`src/rtl/phy_cfg_handler.sv`:
```
module phy_cfg_handler #(
  parameter int ID_W = 6,
  parameter int GAP_W = 6,
  parameter logic [GAP_W-1:0] GAP_INIT = '1
) (
  input  logic             clk,
  input  logic             rst_n,
  input  logic [ID_W-1:0]  node_id,
  input  logic             rx_valid,
  input  logic [31:0]      rx_quad,
  input  logic             bus_reset,
  input  logic             tx_start,
  input  logic [ID_W-1:0]  tx_phy_id,
  input  logic             tx_root,
  input  logic             tx_gap_set,
  input  logic [GAP_W-1:0] tx_gap,
  output logic             force_root,
  output logic [GAP_W-1:0] gap_active,
  output logic             pkt_err,
  output logic             tx_valid,
  output logic [31:0]      tx_quad
);
  localparam int ID_HI  = 29;
  localparam int ID_LO  = ID_HI - ID_W + 1;
  localparam int R_BIT  = ID_LO - 1;
  localparam int T_BIT  = R_BIT - 1;
  localparam int GAP_HI = T_BIT - 1;
  localparam int GAP_LO = GAP_HI - GAP_W + 1;

  logic             have_hdr;
  logic [31:0]      hdr_q;
  logic [GAP_W-1:0] gap_pending;
  logic             second_beat, hdr_ok, acc, bad;

  assign second_beat = rx_valid && have_hdr;
  assign hdr_ok      = (rx_quad == ~hdr_q) && (hdr_q[31:30] == 2'b00);
  assign acc         = second_beat && hdr_ok;
  assign bad         = second_beat && !hdr_ok;

  always_ff @(posedge clk or negedge rst_n) begin
    if (!rst_n) begin
      have_hdr    <= 1'b0;
      hdr_q       <= '0;
      pkt_err     <= 1'b0;
      force_root  <= 1'b0;
      gap_pending <= GAP_INIT;
      gap_active  <= GAP_INIT;
    end else begin
      if (rx_valid) begin
        have_hdr <= !have_hdr;
        if (!have_hdr) hdr_q <= rx_quad;
      end
      pkt_err <= bad;
      if (acc && hdr_q[R_BIT])
        force_root <= (hdr_q[ID_HI:ID_LO] == node_id);
      if (acc && hdr_q[T_BIT])
        gap_pending <= hdr_q[GAP_HI:GAP_LO];
      if (bus_reset)
        gap_active <= gap_pending;
    end
  end

  a_r2_err_single: assert property (@(posedge clk) disable iff (!rst_n)
    pkt_err |=> !pkt_err);
  a_r2_no_update_on_bad: assert property (@(posedge clk) disable iff (!rst_n)
    bad |=> $stable(force_root) && $stable(gap_pending));
  a_r5_root_hold: assert property (@(posedge clk) disable iff (!rst_n)
    !(acc && hdr_q[R_BIT]) |=> $stable(force_root));
  a_r8_pending_hold: assert property (@(posedge clk) disable iff (!rst_n)
    !(acc && hdr_q[T_BIT]) |=> $stable(gap_pending));
  a_r7_active_on_reset: assert property (@(posedge clk) disable iff (!rst_n)
    !bus_reset |=> $stable(gap_active));

  logic [1:0]  tx_ph;
  logic [31:0] tx_hold, tx_fmt;

  always_comb begin
    tx_fmt = '0;
    tx_fmt[ID_HI:ID_LO]   = tx_phy_id;
    tx_fmt[R_BIT]         = tx_root;
    tx_fmt[T_BIT]         = tx_gap_set;
    tx_fmt[GAP_HI:GAP_LO] = tx_gap;
  end

  always_ff @(posedge clk or negedge rst_n) begin
    if (!rst_n) begin
      tx_ph   <= 2'd0;
      tx_hold <= '0;
    end else begin
      case (tx_ph)
        2'd0: if (tx_start) begin
          tx_ph   <= 2'd1;
          tx_hold <= tx_fmt;
        end
        2'd1: tx_ph <= 2'd2;
        default: tx_ph <= 2'd0;
      endcase
    end
  end

  assign tx_valid = (tx_ph != 2'd0);
  assign tx_quad  = (tx_ph == 2'd2) ? ~tx_hold : tx_hold;

  a_r10_inverse_beat: assert property (@(posedge clk) disable iff (!rst_n)
    (tx_ph == 2'd1) |=> tx_valid && (tx_quad == ~$past(tx_quad)));
  a_r10_two_beats: assert property (@(posedge clk) disable iff (!rst_n)
    (tx_ph == 2'd2) |=> !tx_valid);
  a_r11_type_bits: assert property (@(posedge clk) disable iff (!rst_n)
    (tx_ph == 2'd1) |-> (tx_quad[31:30] == 2'b00) && (tx_quad[15:0] == 16'h0));
endmodule

```
`config.mk`:
```
export PLATFORM = sky130hd
export DESIGN_NAME = phy_cfg_handler
export DESIGN_NICKNAME = d
export VERILOG_FILES = /design/src/rtl/phy_cfg_handler.sv
export SDC_FILE = /design/constraint.sdc
export NUM_CORES = 1
export LEC_CHECK = 0
export CELL_PAD_IN_SITES_DETAIL_PLACEMENT = 0
export CELL_PAD_IN_SITES_GLOBAL_PLACEMENT = 1
export CORE_ASPECT_RATIO = 0.75
export CORE_MARGIN = 1
export CORE_UTILIZATION = 39
export DETAILED_ROUTE_END_ITERATION = 6
export GPL_TIMING_DRIVEN = 0
export HOLD_SLACK_MARGIN = 0.1
export PLACE_DENSITY_LB_ADDON = 0.1
export SLEW_MARGIN = 15
export SYNTH_ARGS = -nofsm -noshare
export SYNTH_HDL_FRONTEND = slang
export SYNTH_SLANG_ARGS = --single-unit
```
`constraint.sdc`:
```
create_clock -name clk -period 3.5 [get_ports clk]
set_clock_uncertainty 0.2 [all_clocks]
set_input_delay 0.35 -clock clk [delete_from_list [all_inputs] [get_ports clk]]
set_output_delay 0.35 -clock clk [all_outputs]
set_load 0.01 [all_outputs]
```
==> results of run 1 <==
## routing by layer
metal  track usage [%]  vias up  routed length [um]
met3              6.23        6                 323
met1              21.5      946                2850
met4              3.86        0                  46
met2              25.2       57                2740
met5                 0        -                   0
li1                  -      969                   -
## registers in the layout, summed over array words and instances (netlist names)
signal,flops
tx_hold,14
gap_active,6
pkt_err,1
force_root,1
gap_pending,6
tx_ph,2
have_hdr,1
hdr_q,32
## stage by stage
stage | utilization [%] | total power, W | instances | TNS (ns)
final | 58.8 | 0.00283 | 440 | 0
after CTS | 58.8 | 0.00287 | 440 | 0
after global placement | 55.5 | 0.00214 | 422 | -12.28
after global routing | 58.8 | 0.00301 | 440 | 0
after floorplan | - | 0.00176 | 225 | 0
after detailed placement | 55.8 | 0.00217 | 423 | 0
## how the worst max path moves through the flow
stage             start           to  slack, ns  cells after the start
6_report       tx_ph[1]   tx_quad[3]       0.49                      6
5_1_grt        tx_ph[1]  tx_quad[31]       0.23                      6
4_1_cts        tx_ph[1]   tx_quad[3]       0.40                      6
3_5_place_dp   tx_ph[1]   tx_quad[3]       0.76                      6
3_3_place_gp      rst_n    hdr_q[21]      -0.25                      1
2_1_floorplan  tx_ph[1]  tx_quad[10]       1.49                      5
## power by group through the flow
stage	Sequential [W]	Clock [W]	Combinational, W
3_3_place_gp	0.00117	0	0.000972
2_1_floorplan	0.00114	0	0.000626
6_report	0.00117	0.000689	0.000971
5_1_grt	0.00121	0.000744	0.00106
3_5_place_dp	0.00118	0	0.000985
4_1_cts	0.00117	0.000707	0.000991
## synthesized netlist by cell type
cell type and number:
a22oi_1 1, a2bb2oi_1 1, a31oi_1 1, buf_2 5, buf_4 17, clkbuf_1 3, dfrtp_1 51, dfstp_2 12
inv_1 2, mux2_1 4, mux2_2 55, nand2_1 1, nand2b_1 1, nand4_1 10, nand4_4 1, nor2_1 3
nor2b_1 2, nor3_1 1, nor3_2 1, nor3b_1 1, nor4_4 1, o22a_1 1, or2_2 1, xnor2_1 18
xor2_1 31
## cell type report
class                      count  area (um2)
buffer                        25         164
timing repair buffer          98         996
fill                         646        3070
sequential                    63        1590
clock inverter                 4        70.1
inverter                       2        7.51
multi-input combinational    135        1290
clock buffer                  12         145
tap                          101         126
## timing repair
item,4_1_cts,5_1_grt
gates resized for setup,0,0
setup endpoints to repair,0,0
hold buffers,1,0
hold endpoints to repair,51,0
## cells by family after synthesis
kind of cell / share of synthesized area [%]
buffers and inverters: 5.61
AND/OR/NAND/NOR: 5.49
XOR/XNOR: 14.0
AO/OA/AOI/OAI: 1.02
flip-flops: 52.1
multiplexers: 21.7
## critical path: stages, from the launching register on
cell and delay (ns):
dfrtp_1 0.39, nand2b_1 0.08, clkbuf_1 0.32, buf_2 0.37, inv_1 0.29, buf_4 0.22
clkdlybuf4s50_1 0.47
==> flow_summary.json, run 1 <==
{
  "status": "complete, no violations",
  "dp_hpwl_um": 4600,
  "io_buffers": 96,
  "path_clk_slew_ns": 0.07,
  "ios": 98,
  "grt_max_degree": 53,
  "max_freq_mhz": 332,
  "r2r_setup_slack_ns": 1.36,
  "gp_congestion": 0.731,
  "worstSkewPairLatency_ns": 0.33,
  "rr_endpoint": "tx_hold[25]",
  "final_common_cell": "clkdlybuf4s50_1",
  "wirelength_um": 5970,
  "cp_data_required_time_ns": 2.95,
  "rsz0062_at_grt": "false",
  "synthesis.nets": 282,
  "drv_slew": 0,
  "cts_made_buffers": 9,
  "viasPerCell": 4.50,
  "grt_pass1_vias": 2033,
  "cts_setup_buffers": 0,
  "power_density_nw_per_um2": 643,
  "coreArea_um2": 7470,
  "overflow": 0,
  "synth_area_leaders": "dfrtp_1, mux2_2, dfstp_2, xor2_1, xnor2_1",
  "clockPowerShare_pct": 24.4,
  "syn2layout_area_growth_pct": 43.8,
  "r2r-start": "tx_ph[1]",
  "dr.first_iter.drc_count": 41,
  "layout.nets": 391,
  "htree_levels": 3,
  "antenna_found_initial": 0,
  "synth-warning-count": 0,
  "synth_top_cell_area_share_pct": 41.8,
  "p_sw_share_pct": 28.9,
  "synthCells": 225,
  "ant_nets": 0,
  "vias": 1978,
  "floorplan.initialDensity_pct": 40.9,
  "worstHoldPathType": "in -> async",
  "ys_seq_area_share_pct": 52.1,
  "hold_viol_final": 0,
  "dieArea_um2": 8200,
  "rows": 27,
  "clock_sinks": 63,
  "period_minus_slack_ns": 3.01,
  "die_height_um": 78.7,
  "combinationalPowerShare_pct": 34.4,
  "syn_area_per_cell_um2": 13.6,
  "die_w_um": 104,
  "postLayoutSetupSlackWorst_ns": 0.486,
  "tightest_slew_ns": 0.491,
  "critPathKind": "reg -> out",
  "antenna_cells": 0,
  "drc": 0,
  "cap_violations": 0,
  "dp_slack_ns": 0.765,
  "synth_top_area_cell": "dfrtp_1",
  "start_kind": "flop",
  "p_leak_nw": 1.83,
  "cts_tree": "built",
  "final_cell_mix": "clkdlybuf4s50_1, mux2_2, dfrtp_1, xor2_1",
  "critical_path.max_fanout": 18,
  "netlist_area_um2": 3060,
  "cp-end-kind": "primary output",
  "min_period_over_period_pct": 86.1,
  "ir_drop_mv": 0.296,
  "drive_above_1_share_pct": 32.2,
  "hold_slack_ns": 0.199,
  "r2r_cells": 4,
  "wire_per_inst_um": 13.6,
  "cp.arrival_ns": 2.46,
  "setup_violations": 0,
  "grt_usage_pct": 16.3,
  "dr.pass1.iters": 4,
  "ys_types": 25,
  "grt_pass1_wl_um": 10100,
  "clockBufferDepth": 2,
  "synth_seq_cells": 63,
  "p_seq_share_pct": 41.2,
  "slew_headroom_pct": 67.1,
  "dpl_cell_area_um2": 4170,
  "p_sw_w": 0.000818,
  "design_area_um2": 4390,
  "p_int_w": 0.00201,
  "cts_root_buf": "clkbuf_8"
}
Note: power is estimated with default switching activity, not from simulation.
==> run 2: changes to the inputs <==
CORE_MARGIN = default   (was 1)
==> results of run 2 <==
The final DEF is identical to that of run 1; final timing and power are the same.
